### src/rtl/mbx_disp_pkg.sv
`timescale 1ns/1ps
package mbx_disp_pkg;
  localparam int TAG_W  = 4;
  localparam int ADDR_W = 8;
  localparam logic [ADDR_W-1:0] WIN_LO = 8'hA0;
  localparam logic [ADDR_W-1:0] WIN_HI = 8'hAC;

  typedef struct packed {
    logic             capture;
    logic             direct;
    logic             enqueue;
    logic             forward;
    logic             fetch;
    logic [TAG_W-1:0] reqSel;
    logic [TAG_W-1:0] rspSel;
  } disp_strobe_t;
endpackage

### src/rtl/mbx_disp_ctrl.sv
`timescale 1ns/1ps
module mbx_disp_ctrl
  import mbx_disp_pkg::*;
#(
  parameter int CH_COUNT = 9
) (
  input  logic                 live,
  input  logic                 cpuWrEn,
  input  logic [ADDR_W-1:0]    cpuWrAddr,
  input  logic                 pendValid,
  input  logic [TAG_W-1:0]     pendTag,
  input  logic                 obFull,
  input  logic                 obEmpty,
  input  logic [TAG_W-1:0]     headTag,
  input  logic                 ibFull,
  input  logic [CH_COUNT-1:0]  chBusy,
  input  logic [CH_COUNT-1:0]  chAvail,
  output disp_strobe_t         strobe
);
  localparam int TAG_SPAN = 1 << TAG_W;

  logic [TAG_SPAN-1:0] busyWide;
  logic                pendOk;
  logic                headOk;
  logic [TAG_W-1:0]    lowAvail;

  assign busyWide = TAG_SPAN'(chBusy);
  assign pendOk   = pendValid && !obFull && (int'(pendTag) < CH_COUNT);
  assign headOk   = !obEmpty && (int'(headTag) < CH_COUNT) && !busyWide[headTag];

  always_comb begin
    lowAvail = '0;
    for (int i = CH_COUNT - 1; i >= 0; i--) begin
      if (chAvail[i]) lowAvail = TAG_W'(i);
    end
  end

  always_comb begin
    strobe         = '0;
    strobe.capture = cpuWrEn && (cpuWrAddr >= WIN_LO) && (cpuWrAddr <= WIN_HI)
                     && (cpuWrAddr[1:0] == 2'b00);
    strobe.direct  = pendOk && !busyWide[pendTag];
    strobe.enqueue = pendOk && busyWide[pendTag];
    strobe.forward = live && !pendValid && headOk;
    strobe.reqSel  = pendValid ? pendTag : headTag;
    strobe.fetch   = live && (|chAvail) && !ibFull;
    strobe.rspSel  = lowAvail;
  end
endmodule

### src/rtl/mbx_disp_path.sv
`timescale 1ns/1ps
module mbx_disp_path
  import mbx_disp_pkg::*;
#(
  parameter int CH_COUNT = 9,
  parameter int DW       = 32
) (
  input  logic                   clk,
  input  logic                   rstN,
  input  disp_strobe_t           strobe,
  input  logic [DW-1:0]          cpuWrData,
  input  logic [DW-1:0]          obHead,
  input  logic [CH_COUNT*DW-1:0] chRspData,
  output logic                   pendValid,
  output logic [TAG_W-1:0]       pendTag,
  output logic                   obPush,
  output logic [DW-1:0]          obPushData,
  output logic                   obPop,
  output logic                   ibPush,
  output logic [DW-1:0]          ibPushData,
  output logic [CH_COUNT-1:0]    chReq,
  output logic [DW-1:0]          chReqData,
  output logic [CH_COUNT-1:0]    chFetch
);
  logic [DW-1:0] pendData;
  logic          reqFire;

  always_ff @(posedge clk or negedge rstN) begin
    if (!rstN) begin
      pendValid <= 1'b0;
      pendData  <= '0;
    end else begin
      pendValid <= strobe.capture;
      if (strobe.capture) pendData <= cpuWrData;
    end
  end

  assign pendTag    = pendData[TAG_W-1:0];
  assign reqFire    = strobe.direct || strobe.forward;
  assign obPush     = strobe.enqueue;
  assign obPushData = pendData;
  assign obPop      = strobe.forward;
  assign chReqData  = strobe.forward ? obHead : pendData;
  assign ibPush     = strobe.fetch;

  for (genvar i = 0; i < CH_COUNT; i++) begin : g_chan
    assign chReq[i]   = reqFire && (strobe.reqSel == TAG_W'(i));
    assign chFetch[i] = strobe.fetch && (strobe.rspSel == TAG_W'(i));
  end

  always_comb begin
    ibPushData = '0;
    for (int i = 0; i < CH_COUNT; i++) begin
      if (strobe.rspSel == TAG_W'(i)) ibPushData = chRspData[i*DW +: DW];
    end
  end
endmodule

### src/rtl/mbx_dispatch.sv
`timescale 1ns/1ps
module mbx_dispatch
  import mbx_disp_pkg::*;
#(
  parameter int CH_COUNT = 9,
  parameter int DW       = 32
) (
  input  logic                   clk,
  input  logic                   rstN,
  input  logic                   cpuWrEn,
  input  logic [7:0]             cpuWrAddr,
  input  logic [DW-1:0]          cpuWrData,
  input  logic                   obFull,
  input  logic                   obEmpty,
  input  logic [DW-1:0]          obHead,
  output logic                   obPush,
  output logic [DW-1:0]          obPushData,
  output logic                   obPop,
  input  logic                   ibFull,
  output logic                   ibPush,
  output logic [DW-1:0]          ibPushData,
  input  logic [CH_COUNT-1:0]    chBusy,
  input  logic [CH_COUNT-1:0]    chAvail,
  input  logic [CH_COUNT*DW-1:0] chRspData,
  output logic [CH_COUNT-1:0]    chReq,
  output logic [DW-1:0]          chReqData,
  output logic [CH_COUNT-1:0]    chFetch
);
  disp_strobe_t     strobe;
  logic             pendValid;
  logic [TAG_W-1:0] pendTag;

  mbx_disp_ctrl #(.CH_COUNT(CH_COUNT)) u_ctrl (
    .live(rstN), .cpuWrEn(cpuWrEn), .cpuWrAddr(cpuWrAddr),
    .pendValid(pendValid), .pendTag(pendTag),
    .obFull(obFull), .obEmpty(obEmpty), .headTag(obHead[TAG_W-1:0]),
    .ibFull(ibFull), .chBusy(chBusy), .chAvail(chAvail), .strobe(strobe)
  );

  mbx_disp_path #(.CH_COUNT(CH_COUNT), .DW(DW)) u_path (
    .clk(clk), .rstN(rstN), .strobe(strobe), .cpuWrData(cpuWrData),
    .obHead(obHead), .chRspData(chRspData),
    .pendValid(pendValid), .pendTag(pendTag),
    .obPush(obPush), .obPushData(obPushData), .obPop(obPop),
    .ibPush(ibPush), .ibPushData(ibPushData),
    .chReq(chReq), .chReqData(chReqData), .chFetch(chFetch)
  );
endmodule

### config.mk
export PLATFORM = sky130hd
export DESIGN_NAME = mbx_dispatch
export DESIGN_NICKNAME = d
export VERILOG_FILES = /design/src/rtl/mbx_disp_pkg.sv /design/src/rtl/mbx_disp_ctrl.sv /design/src/rtl/mbx_disp_path.sv /design/src/rtl/mbx_dispatch.sv
export SDC_FILE = /design/constraint.sdc
export NUM_CORES = 1
export LEC_CHECK = 0
export ABC_AREA = 1
export ABC_CLOCK_PERIOD_IN_PS = 3010
export BUFFER_PORTS_ARGS = -buffer_cell sky130_fd_sc_hd__buf_2
export CORE_AREA = 2 2 197 199
export CTS_CLUSTER_DIAMETER = 200
export DETAILED_ROUTE_END_ITERATION = 10
export DIE_AREA = 0 0 199 201
export GPL_TIMING_DRIVEN = 1
export REMOVE_ABC_BUFFERS = 1
export SETUP_SLACK_MARGIN = 0.4
export SLEW_MARGIN = 20
export SYNTH_ARGS = -nofsm -noshare
export SYNTH_HDL_FRONTEND = slang
export SYNTH_SLANG_ARGS = --single-unit
### constraint.sdc
create_clock -name clk -period 3.01 [get_ports clk]
set_input_delay 0.301 -clock clk [delete_from_list [all_inputs] [get_ports clk]]
set_output_delay 0.301 -clock clk [all_outputs]
set_load 0.01 [all_outputs]
* Yosys cells after proc, flatten, opt, wreduce, memory -nomap -nowiden
Cells that the tools add are included.
** Word-level totals
- Bits in registers :: 33
- Input bits :: 384
- Output and inout bits :: 117
- Logic and storage cells :: 90
** Operators by class
- $lt $le $gt $ge :: 6
- Equality and inequality tests :: 16
- Muxes and demuxes :: 24
- Reductions and logical operators :: 42
** Operator list (count)
- 32-bit two-way mux :: 10
- 4-bit two-way mux :: 10
- 4-bit by 3-bit == test with 1-bit output, second input constant :: 8
- 1-bit logical AND :: 31
- 4-bit by 2-bit == test with 1-bit output, second input constant :: 4
- 4-bit by 5-bit < comparator with 1-bit output, second input constant :: 2
- 9-bit OR reduction :: 1
- 1-bit binary-select mux with 4-bit select :: 2
- 4-bit by 1-bit == test with 1-bit output, second input constant :: 2
- 4-bit == test, second input constant :: 2
- 8-bit greater-or-equal comparator, second input constant :: 1
- 8-bit less-or-equal comparator, second input constant :: 1
- 4-bit logical NOT :: 2
- 4-bit < comparator, second input constant :: 2
- 1-bit logical NOT :: 6
- 2-bit logical NOT :: 1
- 1-bit two-way mux :: 2
- 1-bit logical OR :: 1

* Logic depth before layout (Yosys ltp)
Gate-level depths: netlist of the first run.
- Depth in word-level cells :: 19
- Depth in mapped cells :: 15

* By module
A second synthesis of the first run with hierarchy kept.
** Second synthesis, totals
- Cell total of the unflattened synthesis :: 885
- Area total of the unflattened synthesis :: 4640.7 µm²
** By module, submodules not included
- mbx_disp_path :: times used 1, cells an instance 798, area each 4230.3 µm²
- mbx_disp_ctrl :: times used 1, cells an instance 87, area each 410.4 µm²

* Worst setup path after synthesis of the first run
No wires, ideal clock.
- Path type :: input to output
- From :: input port chAvail[5]
- To :: output port ibPushData[29]
- Arrival :: 1627 ps
- Required time :: 2709 ps
- Path slack :: 1082 ps
- Stages :: 10
- Path buffers :: 2
- Path through :: nor2_1 > o21ai_1 > a21oi_4 > inv_2 > buf_2 > buf_2 > nand4_1 > nand4_1 > nor3_1 > nand4_1
** Between the ends
- Cells in the longest elaborated chain, start to end :: 16
- Elaborated cells on any way between the ends :: 24
- Those cells by class :: 8 x eq/ne; 15 x mux; 1 x reduce/logical
** RTL lines
- start, declared :: line mbx_dispatch.sv:23 : input logic [CH_COUNT-1:0] chAvail,
- 4-bit two-way mux (*) (6 in a row) :: line mbx_disp_ctrl.sv:34 : if (chAvail[i]) lowAvail = TAG_W'(i);
- 4-bit logical NOT :: line mbx_disp_path.sv:54 : if (strobe.rspSel == TAG_W'(i)) ibPushData = chRspData[i*DW +: DW];
- 32-bit two-way mux (8 in a row) :: line mbx_disp_path.sv:54
- 32-bit two-way mux (*) :: line mbx_disp_path.sv:54
- end, declared :: line mbx_dispatch.sv:21 : output logic [DW-1:0] ibPushData,
Every way passes the cells marked *; elsewhere a longest branch is shown, timed or not.

* Worst setup path after layout of the first run
- From :: input port chAvail[5]
- To :: output port ibPushData[3]
The elaborated chain is that of the path after synthesis.

==> metrics.txt, run 1 <==
worst r2r dst=u_path.obPushData[0]; DR vias=8087; final hold vios=0; setup violators final=0; Adder-Cell Fraction of Synth Area=0%; first-pass GRT wire length=44700 um; die area=40000 um^2; IO Port Bufs=498; vias in the first global route=7480; Critical Path RT=2.71 ns; CTS max path bufs=2; Detailed Place HPWL=25000 um; Hold WS=0.0805 ns; run status=complete, no violations; total negative slack=0 ns; number of synthesized flops with an enable pin=0; CTS sink cnt=33; row count=72; die height=201 um; clk root buf=clkbuf_16; Post-CTS Hold Fix Bufs=0; Post-route DRC=0; Congestion Overflow GR=0; CTS tree=yes; Initial Utilization=12.4%; Yosys reg bits=33; crit path DAT=2.20 ns; R2R depth=2; pre-CTS setup slack=0.0120 ns; Seq/Total Area, Yosys=17.5%; most area-hungry cell type in the Yosys netlist=nand2_1; total track usage=14.8%; top cell type's share of synthesized area=23.6%; Final Worst Setup Slack=0.509 ns; Reg2Reg Setup Slack=2.07 ns; ranking of synthesized cells by area=nand2_1, nand4_1, dfrtp_1; # fillers=4435; H-tree levels=2; final RePlAce weighted congestion=1.01; Primary FF master, synth=dfrtp_1; Clock transition at path regs=0.06 ns; Final Max Tran Viols=0; Yosys cell types=30; Core Area=38100 um^2; CP Capture Point=ibPushData[3]; Post-Synthesis Mean Instance Area=5.37 um^2; crit path cell chain=buf_2 -> nor2_2 -> nand3_2 -> o21ai_4 -> buf_12 -> nand4_1 -> nand4_1 -> nor3_1 -> nand4_1 -> buf_2; layout cells sized above 1=43.1%; Crit Reg-Reg Startpoint=u_path.obPushData[0]; Die W=199 um; IO Pins=501; Post-Synth XOR/XNOR Area=0%; Max rail drop VDD=0.199 mV; most frequent cell after synthesis=nand2_1; fin crit share=83.1%; Crit Path Category=input pin to output port; Worst Setup End Kind=output port; multiplexer share of the synthesized area=0%; Nets=1758; most numerous cell on the critical path=nand4_1; post-synthesis compound-gate area fraction=5.26%; critical path peak fanout=72; ys async rst share=100%; minimum clock period after layout=2.50 ns; PwrDens=272 nW/um^2; largest net degree at the start of global routing=73; LEAKAGE=4.68 nW; initial antenna violation count=5; largest family of logic cells by synthesized area=simple AND/OR/NAND/NOR gates; worst rel slew slack=55.7%; Skew-Pair Late Insertion Delay=0.27 ns; Max stage delay on crit path=0.38 ns; total CTS buffers=5; Post-Syn Area=4730 um^2; unrepaired setup endpoints after global routing=no; cells after synthesis=880; Area Overhead vs Synth=78.6%; synth cell count leaders=nand2_1, nand4_1, inv_1, nor2_1; maxcap violations=0; max frequency=400 MHz; worst-margin pin slew=0.664 ns; Worst path slowest cell=o21ai_4; initial DRC count=640; Vias/cell=4.26; Ys Warns=0; Initial DRT Pass Iterations=6; CP Launch Point=chAvail[5]; Simple-Gate Fraction of Synth Area=63.3%; Detailed Route WL=32100 um; Layout Skew=0 ns; WL/cell=16.9 um; antenna-violating nets left=0; Worst Setup Start Kind=input pin; Min-Delay Path Class=input pin to asynchronous set/reset pin
## how the worst min path moves through the flow
stage	slack (ns)	endpoint
6_report	0.08	u_path.obPushData[6]
3_3_place_gp	0.38	u_path.obPushData[15]
4_1_cts	0.09	u_path.obPushData[6]
2_1_floorplan	0.005	u_path.obPushData[0]
5_1_grt	0.11	u_path.obPushData[16]
3_5_place_dp	0.39	u_path.obPushData[6]
## power breakdown
group | internal [mW] | total (mW) | leakage (nW) | switching [mW]
logic | 0.492 | 1.13 | 4.17 | 0.635
registers | 0.504 | 0.566 | 0.429 | 0.0615
clock network | 0.414 | 0.606 | 0.0842 | 0.192
total | 1.41 | 2.30 | 4.68 | 0.889
## layout by cell type (no fill, tap or decap), types with 3 or more instances in the layout
master       n
a21oi_1     16
buf_12      11
buf_2      498
buf_4       37
buf_6        3
clkbuf_16    5
dfrtp_1     32
diode_2      5
inv_1       89
inv_2        5
nand2_1    295
nand2_2      3
nand2_4      3
nand3_1     30
nand3_2      3
nand4_1    171
nor2_1      84
nor2_2       3
nor3_1      31
nor3_4       4
o21ai_0     21
or2_0        5
## routing by layer
layer,vias up,GRT usage (%),part of all wire [%]
met2,382,24.1,47
met3,37,1.76,6.3
li1,3958,-,-
met4,0,3.73,1.7
met1,3710,20.6,45
met5,-,0,0
## final cells by class
type	count	area [um^2]	area share, %
tap	518	648	7.67
clock inverter	1	30.0	0.355
antenna	5	12.5	0.148
timing repair inverter	1	5.00	0.0592
clock buffer	7	143	1.69
multi-input combinational	684	3330	39.5
sequential	33	827	9.79
inverter	98	383	4.53
timing repair buffer	551	3070	36.3
## critical path, delay by kind of cell
| family | cells | cell delay [ns] |
|---|---|---|
| AND/OR/NAND/NOR | 6 | 0.84 |
| AO/OA/AOI/OAI | 1 | 0.38 |
| buffers and inverters | 3 | 0.61 |
## registers in the layout (all words and copies together) (netlist names)
name and flops:
u_path.obPushData 32, u_path.pendValid 1
## cells by family after synthesis
logic type,after synthesis
DFF,33
buffers and inverters,163
AOI/OAI and AO/OA,45
and+or+nand+nor,639
## per-stage QoR
stage | total power [mW] | instance area [um^2] | util (%) | std cells
6_report | 2.30 | 8450 | 22.2 | 1898
5_1_grt | 2.46 | 8440 | 22.2 | 1896
4_1_cts | 2.30 | 8240 | 21.6 | 1878
3_5_place_dp | 1.67 | 7940 | 20.8 | 1862
3_3_place_gp | 1.66 | 7940 | 20.8 | 1862
2_1_floorplan | 1.02 | 4440 | - | 815
## timing repair
| action | 4_1_cts | 5_1_grt |
|---|---|---|
| pin swaps | 2 | 8 |
| setup buffers | 7 | 14 |
| gates resized for setup | 6 | 22 |
| setup endpoints to repair | 33 | 40 |
| cloned | 1 | 1 |
Power figures use the tool's default switching activity.
==> run 2, diff against run 1 <==
--- a/config.mk
+++ b/config.mk
@@ -6,12 +6,12 @@
 export NUM_CORES = 1
 export LEC_CHECK = 0
 export ABC_AREA = 1
-export ABC_CLOCK_PERIOD_IN_PS = 3010
+export ABC_CLOCK_PERIOD_IN_PS = 2600
 export BUFFER_PORTS_ARGS = -buffer_cell sky130_fd_sc_hd__buf_2
-export CORE_AREA = 2 2 197 199
+export CORE_AREA = 2 2 193 195
 export CTS_CLUSTER_DIAMETER = 200
 export DETAILED_ROUTE_END_ITERATION = 10
-export DIE_AREA = 0 0 199 201
+export DIE_AREA = 0 0 195 197
 export GPL_TIMING_DRIVEN = 1
 export REMOVE_ABC_BUFFERS = 1
 export SETUP_SLACK_MARGIN = 0.4
==> constraint.sdc (replaced) <==
create_clock -name clk -period 2.6 [get_ports clk]
set_input_delay 0.26 -clock clk [delete_from_list [all_inputs] [get_ports clk]]
set_output_delay 0.26 -clock clk [all_outputs]
set_load 0.01 [all_outputs]
==> metrics.txt, run 2 (same netlist as run 1, synthesis figures left out) <==
run status=complete, no violations; Clock transition at path regs=0.05 ns (about the same); Detailed Place HPWL=25400 um (+1.9%); Max rail drop VDD=0.219 mV (+9.8%); DR vias=8366 (+3.4%); die height=197 um (-2.0%); worst r2r dst=u_path.obPushData[0]; area of the multi-input gates=3580 um^2 (+7.5%); Min-Delay Path Class=input pin to asynchronous set/reset pin; vias in the first global route=7552 (+0.96%); CTS sink cnt=33 (unchanged); Detailed Route WL=34400 um (+7.1%); combinational power share=55.0% (+6.0 points); Initial DRT Pass Iterations=7 (+1); Die W=195 um (-2.0%); WP buf/inv=5 (+2); H-tree levels=2 (unchanged); first-pass GRT wire length=46000 um (+2.7%); crit path cell chain=buf_8 -> nor2_4 -> o21ai_4 -> a21oi_4 -> clkinv_4 -> buf_12 -> nand4_1 -> nand4_1 -> nor3_2 -> buf_4 -> nand4_1 -> buf_2; antenna-violating nets left=0 (unchanged); layout cells sized above 1=49.0% (+5.8 points); initial antenna violation count=5 (unchanged); FF/Latch Area=830 um^2 (+0.30%); max reg flops=32 (unchanged); Final Non-Filler Cells=1888 (-0.53%); IO Port Bufs=498 (unchanged); maxcap violations=0 (unchanged); commonest cells after routing, fill and taps aside=buf_2, nand2_1, nand4_1; placed cell count=1818 (-2.4%); Final Max Tran Viols=0 (unchanged); max frequency=438 MHz; # fillers=4114 (-7.2%); Initial Utilization=13.0% (+0.63 points); Reg2Reg Setup Slack=1.75 ns (-0.32 ns); LEAKAGE=5.17 nW (+10%); minimum clock period after layout=2.28 ns; clk root buf=clkbuf_16; Core Area=36300 um^2 (-4.8%); Core Util, Final=25.8% (+3.7 points); Max stage delay on crit path=0.19 ns (-0.19 ns); Seq pwr share=24.0% (-0.6 points); worst-margin pin slew=0.584 ns (-0.0795 ns); most numerous cell on the critical path=nand4_1; critical path peak fanout=10 (-86%); clock power share=21.0% (-5.3 points); fin crit share=87.9%; Vias/cell=4.43 (+4.0%); Skew-Pair Late Insertion Delay=0.27 ns (about the same); Power Internal=1.67 mW (+18%); CTS tree=yes; Post-route DRC=0 (unchanged); commonest non-fill, non-tap cell in the layout=buf_2; PwrDens=292 nW/um^2 (+7.4%); Critical Path RT=2.34 ns (-0.37 ns); largest net degree at the start of global routing=38 (-48%); Layout Skew=0 ns (unchanged); Congestion Overflow GR=0 (unchanged); Worst Setup Start Kind=input pin; CTS max path bufs=2 (unchanged); Worst Setup End Kind=output port; worst rel slew slack=61.0% (+5.3 points); unrepaired setup endpoints after global routing=yes; die area=38400 um^2 (-4.0%); Post-CTS Hold Fix Bufs=0 (unchanged); Worst path slowest cell=a21oi_4; crit path DAT=2.02 ns (-0.18 ns); final RePlAce weighted congestion=0.908 (-10%); setup violators final=0 (unchanged); switch share=39.2% (+0.50 points); total track usage=15.7% (+0.90 points); Psw=1.07 mW (+21%); final hold vios=0 (unchanged); R2R depth=3 (+1); total CTS buffers=5 (unchanged); Crit Path Category=input pin to output port; Area Overhead vs Synth=98.0%; CP delay by family, top=buffers and inverters; IO Pins=501 (unchanged); row count=70 (-2.8%); Nets=1801 (+2.4%); initial DRC count=573 (-10%); Crit Reg-Reg Startpoint=u_path.obPushData[0]; WL/cell=18.2 um (+7.6%)
## run 2: cell count changes in the layout (fill, tap and decap cells not counted), moves of 6 or more
cell,previous run,this run
nand2_2,3,20
buf_12,11,18
inv_4,1,7
nor3_1,31,6
buf_4,37,47
buf_2,498,491
nor3_2,2,26
nand2_1,295,276
buf_16,1,7
buf_6,3,20
## run 2: what timing repair did
| action | 4_1_cts | 5_1_grt |
|---|---|---|
| pin swaps | 31 | 51 |
| resized for setup | 73 | 80 |
| buffers inserted | 28 | 18 |
| hold endpoints to repair | 0 | 0 |
| endpoints found under the setup margin | 50 | 73 |
| gates cloned | 8 | 6 |
## run 2: power groups by stage
stage / logic (mW) / clock network (mW) / registers (mW)
after floorplan: 0.505 / 0 / 0.676
after global placement: 1.26 / 0 / 0.660
after detailed placement: 1.27 / 0 / 0.662
after CTS: 1.41 / 0.596 / 0.657
after global routing: 1.64 / 0.622 / 0.667
final: 1.51 / 0.574 / 0.657
## run 2: stage by stage
stage                     total power [mW]  hold WS, ns  TNS (ns)  cell area, um^2  worst slack [ns]
final                                 2.74       0.0396         0             9360             0.315
after global routing                  2.92       0.0817         0             9360             0.262
after CTS                             2.66       0.0497         0             8850             0.329
after detailed placement              1.93        0.340         0             7950            0.0278
after global placement                1.92        0.329         0             7950            0.0667
after floorplan                       1.18      -0.0356   -117.80             4440             -2.09
## run 2: per-layer routing
metal  track usage [%]  part of all wire (%)  wire length (um)
met5                 0                 0.052                18
met3              2.17                   6.9              2380
met1              20.8                    42             14500
met2              27.0                    49             16900
met4              3.48                   1.8               605
## run 2: worst max path at each step
stage / start / slack [ns] / end / cells after the start
after floorplan: u_path.pendValid / -2.09 / chReq[0] / 6
after global placement: chAvail[5] / 0.07 / ibPushData[0] / 12
after detailed placement: chAvail[5] / 0.03 / ibPushData[0] / 12
after CTS: chAvail[0] / 0.33 / ibPushData[17] / 13
after global routing: u_path.obPushData[0] / 0.26 / chReq[1] / 11
final: chAvail[5] / 0.32 / ibPushData[12] / 12
## run 2: worst register-to-register path, delay by kind of cell, from the launching register on
family / cells / cell delay (ns)
AOI/OAI and AO/OA: 1 / 0.07
buffers and inverters: 2 / 0.19
DFF: 1 / 0.45
## run 2: layout make-up
cell class	count	area share, %
Tap cell	468	6.25
Timing Repair inverter	1	0.0668
Antenna cell	3	0.0802
Sequential cell	33	8.86
Clock buffer	7	1.52
Multi-Input combinational cell	684	38.3
Inverter	98	4.24
Timing Repair Buffer	594	40.7
